<file path="src/rtl/dcc_pkg.sv">
package dcc_pkg;
   typedef enum logic [1:0] {
      CHAIN_OFF   = 2'b00,
      CHAIN_INTER = 2'b01,
      CHAIN_FINAL = 2'b10,
      CHAIN_BOTH  = 2'b11
   } chain_mode_e;

   function automatic logic mode_inter(input chain_mode_e m);
      return (m == CHAIN_INTER) || (m == CHAIN_BOTH);
   endfunction

   function automatic logic mode_final(input chain_mode_e m);
      return (m == CHAIN_FINAL) || (m == CHAIN_BOTH);
   endfunction
endpackage

</file>
<file path="src/rtl/dcc_prio_pick.sv">
module dcc_prio_pick #(
   parameter int N = 4,
   parameter int W = 2
) (
   input  logic [N-1:0] req,
   output logic         any,
   output logic [W-1:0] idx
);
   if (N < 2) begin : g_bad_n
      $error("dcc_prio_pick: N must be at least 2");
   end
   if ((1 << W) < N) begin : g_bad_w
      $error("dcc_prio_pick: W too narrow for N");
   end

   always_comb begin
      idx = '0;
      for (int i = N - 1; i >= 0; i--) begin
         if (req[i]) idx = W'(i);
      end
   end

   assign any = |req;
endmodule

</file>
<file path="src/rtl/dcc_chan_ctx.sv">
module dcc_chan_ctx
   import dcc_pkg::*;
#(
   parameter int CNT_W = 8,
   parameter int CH_W  = 2
) (
   input  logic             clk,
   input  logic             rst_n,
   input  logic             load,
   input  logic [CNT_W-1:0] ld_cnt,
   input  logic [CH_W-1:0]  ld_tcc,
   input  logic [1:0]       ld_mode,
   input  logic             ld_report,
   input  logic             dec,
   output logic             active,
   output logic             last,
   output logic [CH_W-1:0]  tcc,
   output logic             inter_en,
   output logic             final_en,
   output logic             report
);
   logic [CNT_W-1:0] cnt_q;
   logic [CH_W-1:0]  tcc_q;
   chain_mode_e      mode_q;
   logic             rep_q;

   always_ff @(posedge clk or negedge rst_n) begin
      if (!rst_n) begin
         cnt_q  <= '0;
         tcc_q  <= '0;
         mode_q <= CHAIN_OFF;
         rep_q  <= 1'b0;
      end else if (load) begin
         cnt_q  <= ld_cnt;
         tcc_q  <= ld_tcc;
         mode_q <= chain_mode_e'(ld_mode);
         rep_q  <= ld_report;
      end else if (dec && cnt_q != '0) begin
         cnt_q <= cnt_q - 1'b1;
      end
   end

   assign active   = (cnt_q != '0);
   assign last     = (cnt_q == CNT_W'(1));
   assign tcc      = tcc_q;
   assign inter_en = mode_inter(mode_q);
   assign final_en = mode_final(mode_q);
   assign report   = rep_q;

   // a completion only ever lands on a channel with arrays remaining
   assert_dec_on_active_R1: assert property (@(posedge clk) disable iff (!rst_n)
      dec |-> cnt_q != '0);

   // finishing the last array leaves the channel inactive
   assert_last_deactivates_R8: assert property (@(posedge clk) disable iff (!rst_n)
      (dec && last && !load) |=> !active);
endmodule

</file>
<file path="src/rtl/dma_chain_ctrl.sv">
module dma_chain_ctrl #(
   parameter int NUM_CH = 4,
   parameter int CNT_W  = 8,
   parameter int CH_W   = (NUM_CH > 1) ? $clog2(NUM_CH) : 1
) (
   input  logic              clk,
   input  logic              rst_n,
   input  logic              cfg_we,
   input  logic [CH_W-1:0]   cfg_ch,
   input  logic [CNT_W-1:0]  cfg_cnt,
   input  logic [CH_W-1:0]   cfg_tcc,
   input  logic [1:0]        cfg_mode,
   input  logic              cfg_report,
   input  logic [NUM_CH-1:0] ext_evt,
   output logic              req_valid,
   input  logic              req_ready,
   output logic [CH_W-1:0]   req_ch,
   input  logic              xfer_done,
   input  logic [NUM_CH-1:0] ier,
   input  logic [NUM_CH-1:0] ipr_clr,
   output logic [NUM_CH-1:0] chain_pend,
   output logic [NUM_CH-1:0] int_pend,
   output logic              irq,
   output logic [NUM_CH-1:0] missed,
   output logic [NUM_CH-1:0] active
);
   localparam logic [NUM_CH-1:0] ONE = NUM_CH'(1);

   if (NUM_CH < 2) begin : g_bad_ch
      $error("dma_chain_ctrl: NUM_CH must be at least 2");
   end
   if ((1 << CH_W) < NUM_CH) begin : g_bad_chw
      $error("dma_chain_ctrl: CH_W too narrow for NUM_CH");
   end
   if (CNT_W < 1) begin : g_bad_cnt
      $error("dma_chain_ctrl: CNT_W must be positive");
   end

   // per-channel record outputs
   logic [NUM_CH-1:0] act_v, last_v, inter_v, final_v, rep_v;
   logic [CH_W-1:0]   tcc_v [NUM_CH];
   logic [NUM_CH-1:0] done_v;

   for (genvar c = 0; c < NUM_CH; c++) begin : g_ch
      dcc_chan_ctx #(.CNT_W(CNT_W), .CH_W(CH_W)) u_ctx (
         .clk       (clk),
         .rst_n     (rst_n),
         .load      (cfg_we && cfg_ch == CH_W'(c)),
         .ld_cnt    (cfg_cnt),
         .ld_tcc    (cfg_tcc),
         .ld_mode   (cfg_mode),
         .ld_report (cfg_report),
         .dec       (done_v[c]),
         .active    (act_v[c]),
         .last      (last_v[c]),
         .tcc       (tcc_v[c]),
         .inter_en  (inter_v[c]),
         .final_en  (final_v[c]),
         .report    (rep_v[c])
      );
   end

   // event and status state
   logic [NUM_CH-1:0] ext_q, cer_q, ipr_q, miss_q;
   logic              busy_q;
   logic [CH_W-1:0]   cur_q;

   // arbitration
   logic [NUM_CH-1:0] pend;
   logic              pick_any;
   logic [CH_W-1:0]   pick_idx;
   logic              accept;

   assign pend = (ext_q | cer_q) & act_v;

   dcc_prio_pick #(.N(NUM_CH), .W(CH_W)) u_pick (
      .req (pend),
      .any (pick_any),
      .idx (pick_idx)
   );

   assign req_valid = pick_any && !busy_q;
   assign req_ch    = pick_idx;
   assign accept    = req_valid && req_ready;

   // completion effects
   logic [NUM_CH-1:0] sel_oh, clr_ext, clr_cer;
   logic [NUM_CH-1:0] chain_set, ipr_set, fin_v, cfg_oh, act_after;
   logic [NUM_CH-1:0] ext_in, cer_in, miss_set;

   always_comb begin
      sel_oh  = ONE << pick_idx;
      clr_ext = accept ? (sel_oh & ext_q) : '0;
      clr_cer = accept ? (sel_oh & ~ext_q & cer_q) : '0;
      done_v  = (xfer_done && busy_q) ? (ONE << cur_q) : '0;
      fin_v   = done_v & last_v;
      cfg_oh  = cfg_we ? (ONE << cfg_ch) : '0;

      chain_set = '0;
      ipr_set   = '0;
      for (int c = 0; c < NUM_CH; c++) begin
         if (done_v[c]) begin
            if (last_v[c]) begin
               if (final_v[c]) chain_set = chain_set | (ONE << tcc_v[c]);
               if (rep_v[c])   ipr_set   = ipr_set   | (ONE << tcc_v[c]);
            end else if (inter_v[c]) begin
               chain_set = chain_set | (ONE << tcc_v[c]);
            end
         end
      end

      act_after = (act_v & ~fin_v & ~cfg_oh) | (cfg_we && cfg_cnt != '0 ? cfg_oh : '0);
      ext_in    = ext_evt & act_v;
      cer_in    = chain_set & act_v;
      miss_set  = (ext_in & ext_q & ~clr_ext) | (cer_in & cer_q & ~clr_cer);
   end

   always_ff @(posedge clk or negedge rst_n) begin
      if (!rst_n) begin
         ext_q  <= '0;
         cer_q  <= '0;
         ipr_q  <= '0;
         miss_q <= '0;
         busy_q <= 1'b0;
         cur_q  <= '0;
      end else begin
         ext_q  <= ((ext_q & ~clr_ext) | ext_in) & act_after;
         cer_q  <= ((cer_q & ~clr_cer) | cer_in) & act_after;
         ipr_q  <= (ipr_q & ~ipr_clr) | ipr_set;
         miss_q <= (miss_q & ~cfg_oh) | miss_set;
         if (accept) begin
            busy_q <= 1'b1;
            cur_q  <= pick_idx;
         end else if (xfer_done) begin
            busy_q <= 1'b0;
         end
      end
   end

   assign chain_pend = cer_q;
   assign int_pend   = ipr_q;
   assign irq        = |(ipr_q & ier);
   assign missed     = miss_q;
   assign active     = act_v;

   // no new request while a transfer is outstanding
   assert_single_outstanding_R7: assert property (@(posedge clk) disable iff (!rst_n)
      busy_q |-> !req_valid);

   // accepting a request holds off the next one for at least a cycle
   assert_accept_blocks_R7: assert property (@(posedge clk) disable iff (!rst_n)
      accept |=> !req_valid);

   // a chained-event bit only appears after a done pulse
   assert_chain_after_done_R2: assert property (@(posedge clk) disable iff (!rst_n)
      (cer_q & ~$past(cer_q)) != '0 |-> $past(xfer_done));

   // a pending bit only appears after a done pulse
   assert_pend_after_done_R5: assert property (@(posedge clk) disable iff (!rst_n)
      (ipr_q & ~$past(ipr_q)) != '0 |-> $past(xfer_done));

   // a pending bit only drops under its own clear strobe
   assert_pend_hold_R5: assert property (@(posedge clk) disable iff (!rst_n)
      ($past(ipr_q) & ~$past(ipr_clr) & ~ipr_q) == '0);

   // the missed flags only drop on reconfiguration
   assert_missed_sticky_R9: assert property (@(posedge clk) disable iff (!rst_n)
      !$past(cfg_we) |-> ($past(miss_q) & ~miss_q) == '0);
endmodule

</file>
<file path="config.mk">
export PLATFORM = sky130hd
export DESIGN_NAME = dma_chain_ctrl
export DESIGN_NICKNAME = d
export VERILOG_FILES = /design/src/rtl/dcc_pkg.sv /design/src/rtl/dcc_prio_pick.sv /design/src/rtl/dcc_chan_ctx.sv /design/src/rtl/dma_chain_ctrl.sv
export SDC_FILE = /design/constraint.sdc
export NUM_CORES = 1
export LEC_CHECK = 0
export BUFFER_PORTS_ARGS = -buffer_cell sky130_fd_sc_hd__buf_2
export CORE_MARGIN = 8
export CORE_UTILIZATION = 41
export DETAILED_ROUTE_END_ITERATION = 8
export GPL_ROUTABILITY_DRIVEN = 1
export SYNTH_ARGS = -nofsm -noshare
export SYNTH_HDL_FRONTEND = slang
export SYNTH_SLANG_ARGS = --single-unit
</file>
<file path="constraint.sdc">
create_clock -name clk -period 6.95 [get_ports clk]
set_input_delay 0.3475 -clock clk [delete_from_list [all_inputs] [get_ports clk]]
set_output_delay 0.3475 -clock clk [all_outputs]
set_load 0.01 [all_outputs]
</file>
After elaboration in Yosys (flattened, before gate mapping):

Index checks and enable logic that the tools add are counted.

* equal/unequal tests: 19
* multiplexer cells: 47
* shift operators: 7
* reductions and logical operators: 34
* bitwise operators: 39
* $add $sub $neg: 4

Operator list (number)
* $mux 4: 33
* $and 4x4->4: 20
* $mux 8: 8
* $or 4x4->4: 13
* $reduce_bool 8->1: 5
* $eq 8x1->1 const B: 4
* $sub 8x1->8 const B: 4
* $shl 1x2->4 const A: 7
* $not 4->4: 6
* $eq 2x2->1 const B: 10
* $logic_and 1x1->1: 12
* $eq 2x1->1 const B: 5
* $reduce_bool 2->1: 5
* $logic_or 1x1->1: 8
* $mux 2: 4
* $reduce_or 4->1: 2
* $logic_not 2->1: 1
* $mux 1: 2
* $logic_not 1->1: 1

* register bits after elaboration: 71
* word-level logic and storage cells: 172
* input port bits: 32
* output and inout bits: 20

Logic depth before layout (Yosys ltp):

* depth in word-level cells: 22
* mapped depth: 10

Modules after synthesis:

Synthesis repeated with hierarchy kept, for this count alone.

* cell total of the unflattened synthesis: 460
* area total of the unflattened synthesis: 4415.5 sq um

By module, submodules not included
* dcc_chan_ctx: cells an instance 75, instances 4, sequential area each 325.3 sq um, area an instance 764.5 sq um
* dma_chain_ctrl: cells an instance 153, instances 1, sequential area each 475.5 sq um, area an instance 1322.5 sq um
* dcc_prio_pick: cells an instance 7, instances 1, sequential area each 0.0 sq um, area an instance 35.0 sq um

Worst setup path before layout:

OpenSTA, ideal clock, no wires.

* path type: reg-to-reg
* start point: register g_ch[0].u_ctx.cnt_q[0]
* end point: register miss_q[3], in the netlist missed[3]
* slack: 4.638 ns
* data arrival time: 2.186 ns
* setup time: 0.126 ns
* required time: 6.824 ns
* stages on the path, launching flop included: 10
* path buffers: 1
* period minus slack after synthesis: 2.312 ns
* path through: dfrtp_1 > inv_1 > ha_1 > or3b_2 > buf_6 > o22a_4 > nor3_4 > nand3_2 > o21a_1 > a221o_1

* cells in the longest elaborated chain, start to end: 20

Ends and longest elaborated chain
* from (decl): line dcc_chan_ctx.sv:22 `logic [CNT_W-1:0] cnt_q;`
* from (signal assigned): line dcc_chan_ctx.sv:34 `cnt_q <= ld_cnt;`
* from (signal assigned): line dcc_chan_ctx.sv:39 `cnt_q <= cnt_q - 1'b1;`
* $eq 8x1->1: line dcc_chan_ctx.sv:44 `assign last = (cnt_q == CNT_W'(1));`
* $mux 4: line dma_chain_ctrl.sv:103 `if (last_v[c]) begin`
* $mux 4: line dma_chain_ctrl.sv:102 `if (done_v[c]) begin`
* $or 4x4->4: line dma_chain_ctrl.sv:104, dma_chain_ctrl.sv:107
* $mux 4 (on tied branches): line dma_chain_ctrl.sv:106, dma_chain_ctrl.sv:104
* $mux 4: line dma_chain_ctrl.sv:103
* $mux 4: line dma_chain_ctrl.sv:102
* $or 4x4->4: line dma_chain_ctrl.sv:104, dma_chain_ctrl.sv:107
* [... 3 more ...]
* $or 4x4->4: line dma_chain_ctrl.sv:104, dma_chain_ctrl.sv:107
* $mux 4 (on tied branches): line dma_chain_ctrl.sv:106, dma_chain_ctrl.sv:104
* $mux 4: line dma_chain_ctrl.sv:103
* $mux 4: line dma_chain_ctrl.sv:102
* $and 4x4->4: line dma_chain_ctrl.sv:114 `cer_in = chain_set & act_v;`
* $and 4x4->4 (2 in a row): line dma_chain_ctrl.sv:115 `miss_set = (ext_in & ext_q & ~clr_ext) | (cer_in & cer_q & ~clr_cer);`
* $or 4x4->4 *: line dma_chain_ctrl.sv:115
* $or 4x4->4 *: line dma_chain_ctrl.sv:130 `miss_q <= (miss_q & ~cfg_oh) | miss_set;`
* to (signal assigned): line dma_chain_ctrl.sv:130
* to (decl): line dma_chain_ctrl.sv:64 `logic [NUM_CH-1:0] ext_q, cer_q, ipr_q, miss_q;`

Mark *: on every way between the ends. The rest lies on a longest branch, timed or not.
A chain may end at the register's enable or synchronous reset.

Worst setup path after layout:

* start point: register g_ch[2].u_ctx.cnt_q[0]
* end point: output req_valid

* cells in the longest elaborated chain, start to end: 4

Ends and longest elaborated chain
* from (decl): line dcc_chan_ctx.sv:22
* from (signal assigned): line dcc_chan_ctx.sv:34
* from (signal assigned): line dcc_chan_ctx.sv:39
* $reduce_bool 8->1: line dcc_chan_ctx.sv:43 `assign active = (cnt_q != '0);`
* $and 4x4->4: line dma_chain_ctrl.sv:74 `assign pend = (ext_q | cer_q) & act_v;`
* $reduce_or 4->1: line dcc_prio_pick.sv:23 `assign any = |req;`
* $logic_and 1x1->1: line dma_chain_ctrl.sv:82 `assign req_valid = pick_any && !busy_q;`
* to (decl): line dma_chain_ctrl.sv:15 `output logic req_valid,`

No other way between the ends.

==> impl_metrics.csv <==
group,metric,value,unit
clock_tree,clkTransAtPathRegs,0.07,ns
synth,async_flop_share,100.0,%
setup_path,critPathMostFrequentCell,"nor2_1",
clock_tree,cts_tree,"done",
clock_tree,cts_resized,0,
clock_tree,cts.path.max_buffers,2,
global_route,grt_usage,17.77,%
synth,yosys_warnings,0,
cells_and_area,stdcell_count,625,
synth,mappedNetlistArea,4146,um^2
clock_tree,htree_levels,3,
synth,synthesis.nets,481,
cells_and_area,fillCellCount,970,
synth,ys_seq_area_share,42.85,%
clock_tree,cts_hold_buffers,0,
setup_path,cp_max_fo,9,
timing,tightestPinTransition,1.054,ns
setup_path,arrival,2.53,ns
setup_path,worst-r2r-setup-slack,4.41,ns
timing,period_share,41.43,%
setup_path,path_class,"reg -> out",
route,route.detailed.wl_per_inst,18.22,um
setup_path,r2r_cells,8,
clock_tree,cts-root-buf,"clkbuf_8",
power,switching_share,34.95,%
global_route,grt_max_degree,72,
synth,synthFlopType,"dfrtp_1",
timing,layout_min_cycle_time,2.879,ns
cells_and_area,diodes,0,
power,powerDensity,295.6,nW/um^2
cells_and_area,finish.net_count,528,
setup_path,r2r-end,"cur_q[0]$_DFFE_PN0P_",
place,gp_congestion,0.8494,
clock_tree,clk_latency,0.35,ns
cells_and_area,syn_to_final_growth,13.55,%
cells_and_area,layout_commonest_cell,"dfrtp_1",
power,switchingPower,0.4866,mW
route,finalWirelength,11390,um
setup_path,crit_family,"simple AND/OR/NAND/NOR gates",
min_path,min_path_type,"in -> async",
power,seq_power_share,45.6,%
place,io_buffers,51,
timing,timing.fmax,347.3,MHz
power,ir_drop,0.0001682,V
power,power_frac_comb,27.4,%
die,num_rows,36,
timing,rsz0062_at_grt,"false",
route,ant_nets,0,
setup_path,crit_buf_inv,2,
cells_and_area,post_route_cells_drive_above_1_share,22.36,%
route,via_per_inst,5.650,
setup_path,reg2reg_from,"g_ch[2].u_ctx.cnt_q[0]$_DFFE_PN0P_",
clock_tree,cts_setup_buffers,0,
timing,drv_slew,0,
setup_path,cp.required,6.60,ns
clock_tree,numCtsBuffers,9,
global_route,antenna_found_initial,0,
setup_path,critPathMaxStageDelay,0.48,ns
run,maxCapViolations,0,
synth,avgSynthCellArea,9.402,um^2
global_route,grt_pass1_wl,18640,um
die,die_area,13590,um^2
timing,fin_skew,0.01422,ns
setup_path,cp_slowest_cell,"nor3b_1",
global_route,grt_pass1_vias,3631,
cells_and_area,final_cell_mix,"dfrtp_1, buf_2, nor2_1",
synth,yosysUniqueCellTypes,66,
outcome,outcome,"completed",
route,post-route-drc-count,0,
timing,max-slew-margin-rel,29.55,%
die,design.core.area,9819,um^2
timing,hold_viol_final,0,
power,p_leak,1.912,nW
route,drtIter0Drc,245,
clock_tree,cts.sinks,71,
power,power,1.392,mW
place,dp_hpwl,8480,um
setup_path,cp-end-kind,"output port",
route,via_count,3531,
synth,ys_ff_latch,71,
power,p_clk_share,27.0,%
setup_path,critPathLaunchType,"flop",
global_route,overflow,0,
synth,synth_cells,441,
power,intPower,0.9054,mW
place,dpl.cell_count,610,
die,io_pins,52,
die,start_util,42.23,%
synth,synth_edf_count,0,
route,dr.pass1.iters,4,
timing,finalSetupTns,0,ns
setup_path,crit_chain,"inv_1, ha_1, nor3b_1, nand2_2, o21ai_0, nand2_1, nor2_1, nor2_1, buf_2",
timing,final-setup-viol-count,0,
die,die_w,116.6,um
die,die_h,116.6,um
## power groups by stage
stage / logic, mW / registers, mW / clock network, mW
after floorplan: 0.279 / 0.615 / 0
after CTS: 0.384 / 0.632 / 0.383
after detailed placement: 0.381 / 0.638 / 0
final: 0.382 / 0.635 / 0.376
after global placement: 0.373 / 0.633 / 0
after global routing: 0.435 / 0.652 / 0.399
## worst max-delay path by stage
stage | from | endpoint | slack (ns) | cells past startpoint
2_1_floorplan | g_ch[0].u_ctx.cnt_q[0]$_DFFE_PN0P_ | missed[3]$_DFF_PN0_ | 4.64 | 9
3_3_place_gp | g_ch[2].u_ctx.cnt_q[0]$_DFFE_PN0P_ | cur_q[0]$_DFFE_PN0P_ | 4.44 | 8
3_5_place_dp | g_ch[2].u_ctx.cnt_q[0]$_DFFE_PN0P_ | cur_q[0]$_DFFE_PN0P_ | 4.40 | 8
4_1_cts | g_ch[2].u_ctx.cnt_q[0]$_DFFE_PN0P_ | req_ch[0] | 4.02 | 8
5_1_grt | g_ch[2].u_ctx.cnt_q[0]$_DFFE_PN0P_ | req_ch[0] | 3.82 | 8
6_report | g_ch[2].u_ctx.cnt_q[0]$_DFFE_PN0P_ | req_valid | 4.07 | 9
## Yosys cell counts (3+ instances only)
cell type / number / area, um^2
a21oi_1: 37 / 185.2
a221o_1: 4 / 40.04
a22oi_1: 7 / 52.55
a31oi_1: 4 / 25.02
and2_1: 3 / 18.77
buf_4: 4 / 30.03
clkbuf_1: 9 / 33.78
dfrtp_1: 71 / 1777
ha_1: 8 / 100.1
inv_1: 19 / 71.32
mux2_2: 24 / 270.3
nand2_1: 38 / 142.6
nand3_1: 14 / 70.07
nand4_1: 7 / 43.79
nor2_1: 48 / 180.2
nor2b_1: 7 / 43.79
nor3_1: 4 / 20.02
nor3b_1: 6 / 45.04
nor4_1: 11 / 68.82
o211ai_1: 4 / 30.03
o21a_1: 3 / 22.52
o21ai_0: 18 / 90.09
o21ai_1: 6 / 30.03
o221ai_1: 3 / 26.28
o311ai_0: 4 / 35.03
or3b_2: 3 / 26.28
or4_1: 3 / 22.52
xnor2_1: 17 / 148.9
xor2_1: 6 / 52.55
## state kept, by name, indices dropped and copies added, names as in the netlist
name and cells:
chain_pend 4, busy_q 1, cur_q 2, g_ch.u_ctx.cnt_q 32
g_ch.u_ctx.tcc 8, int_pend 4, g_ch.u_ctx.mode_q 8, ext_q 4
missed 4, g_ch.u_ctx.report 4
## per-stage QoR
stage	cell area [um^2]	setup slack (ns)	utilization (%)	hold slack, ns
after detailed placement	4489	4.398	45.72	0.4893
after global placement	4489	4.438	45.72	0.4855
after floorplan	4146	4.638	-	0.05191
after global routing	4708	3.820	47.95	0.2138
final	4708	4.071	47.95	0.2041
after CTS	4708	4.023	47.95	0.1991
## per-layer routing
| metal | track usage (%) | vias to the layer above | wire length (um) |
|---|---|---|---|
| met1 | 23.02 | 1733 | 5068 |
| met5 | 0 | - | 0 |
| met2 | 28.39 | 90 | 5449 |
| met4 | 4.522 | 0 | 70 |
| met3 | 5.274 | 4 | 799 |
| li1 | - | 1704 | - |
## cells by family (layout without fill, tap and decap cells)
| group | after synthesis | after routing | synth area share [%] |
|---|---|---|---|
| and+or+nand+nor | 168 | 168 | 21.73 |
| AOI/OAI and AO/OA | 110 | 110 | 17.29 |
| DFF | 71 | 71 | 42.85 |
| buffers and inverters | 36 | 87 | 4.103 |
| muxes | 25 | 25 | 6.759 |
| xor gates and xnor gates | 23 | 23 | 4.858 |
| adders and majority gates | 8 | 8 | 2.414 |
## layout make-up
cell class              instances  area, um^2  area share, %
well taps                     133       166.4          3.534
clock inverters                 5       81.33          1.727
flip-flops and latches         71        1777          37.74
multi-input cells             334        2205          46.82
clock buffers                  10       137.6          2.923
repair buffers                 53       270.3          5.740
inverters                      19       71.32          1.515
Power figures use the tool's default switching activity.
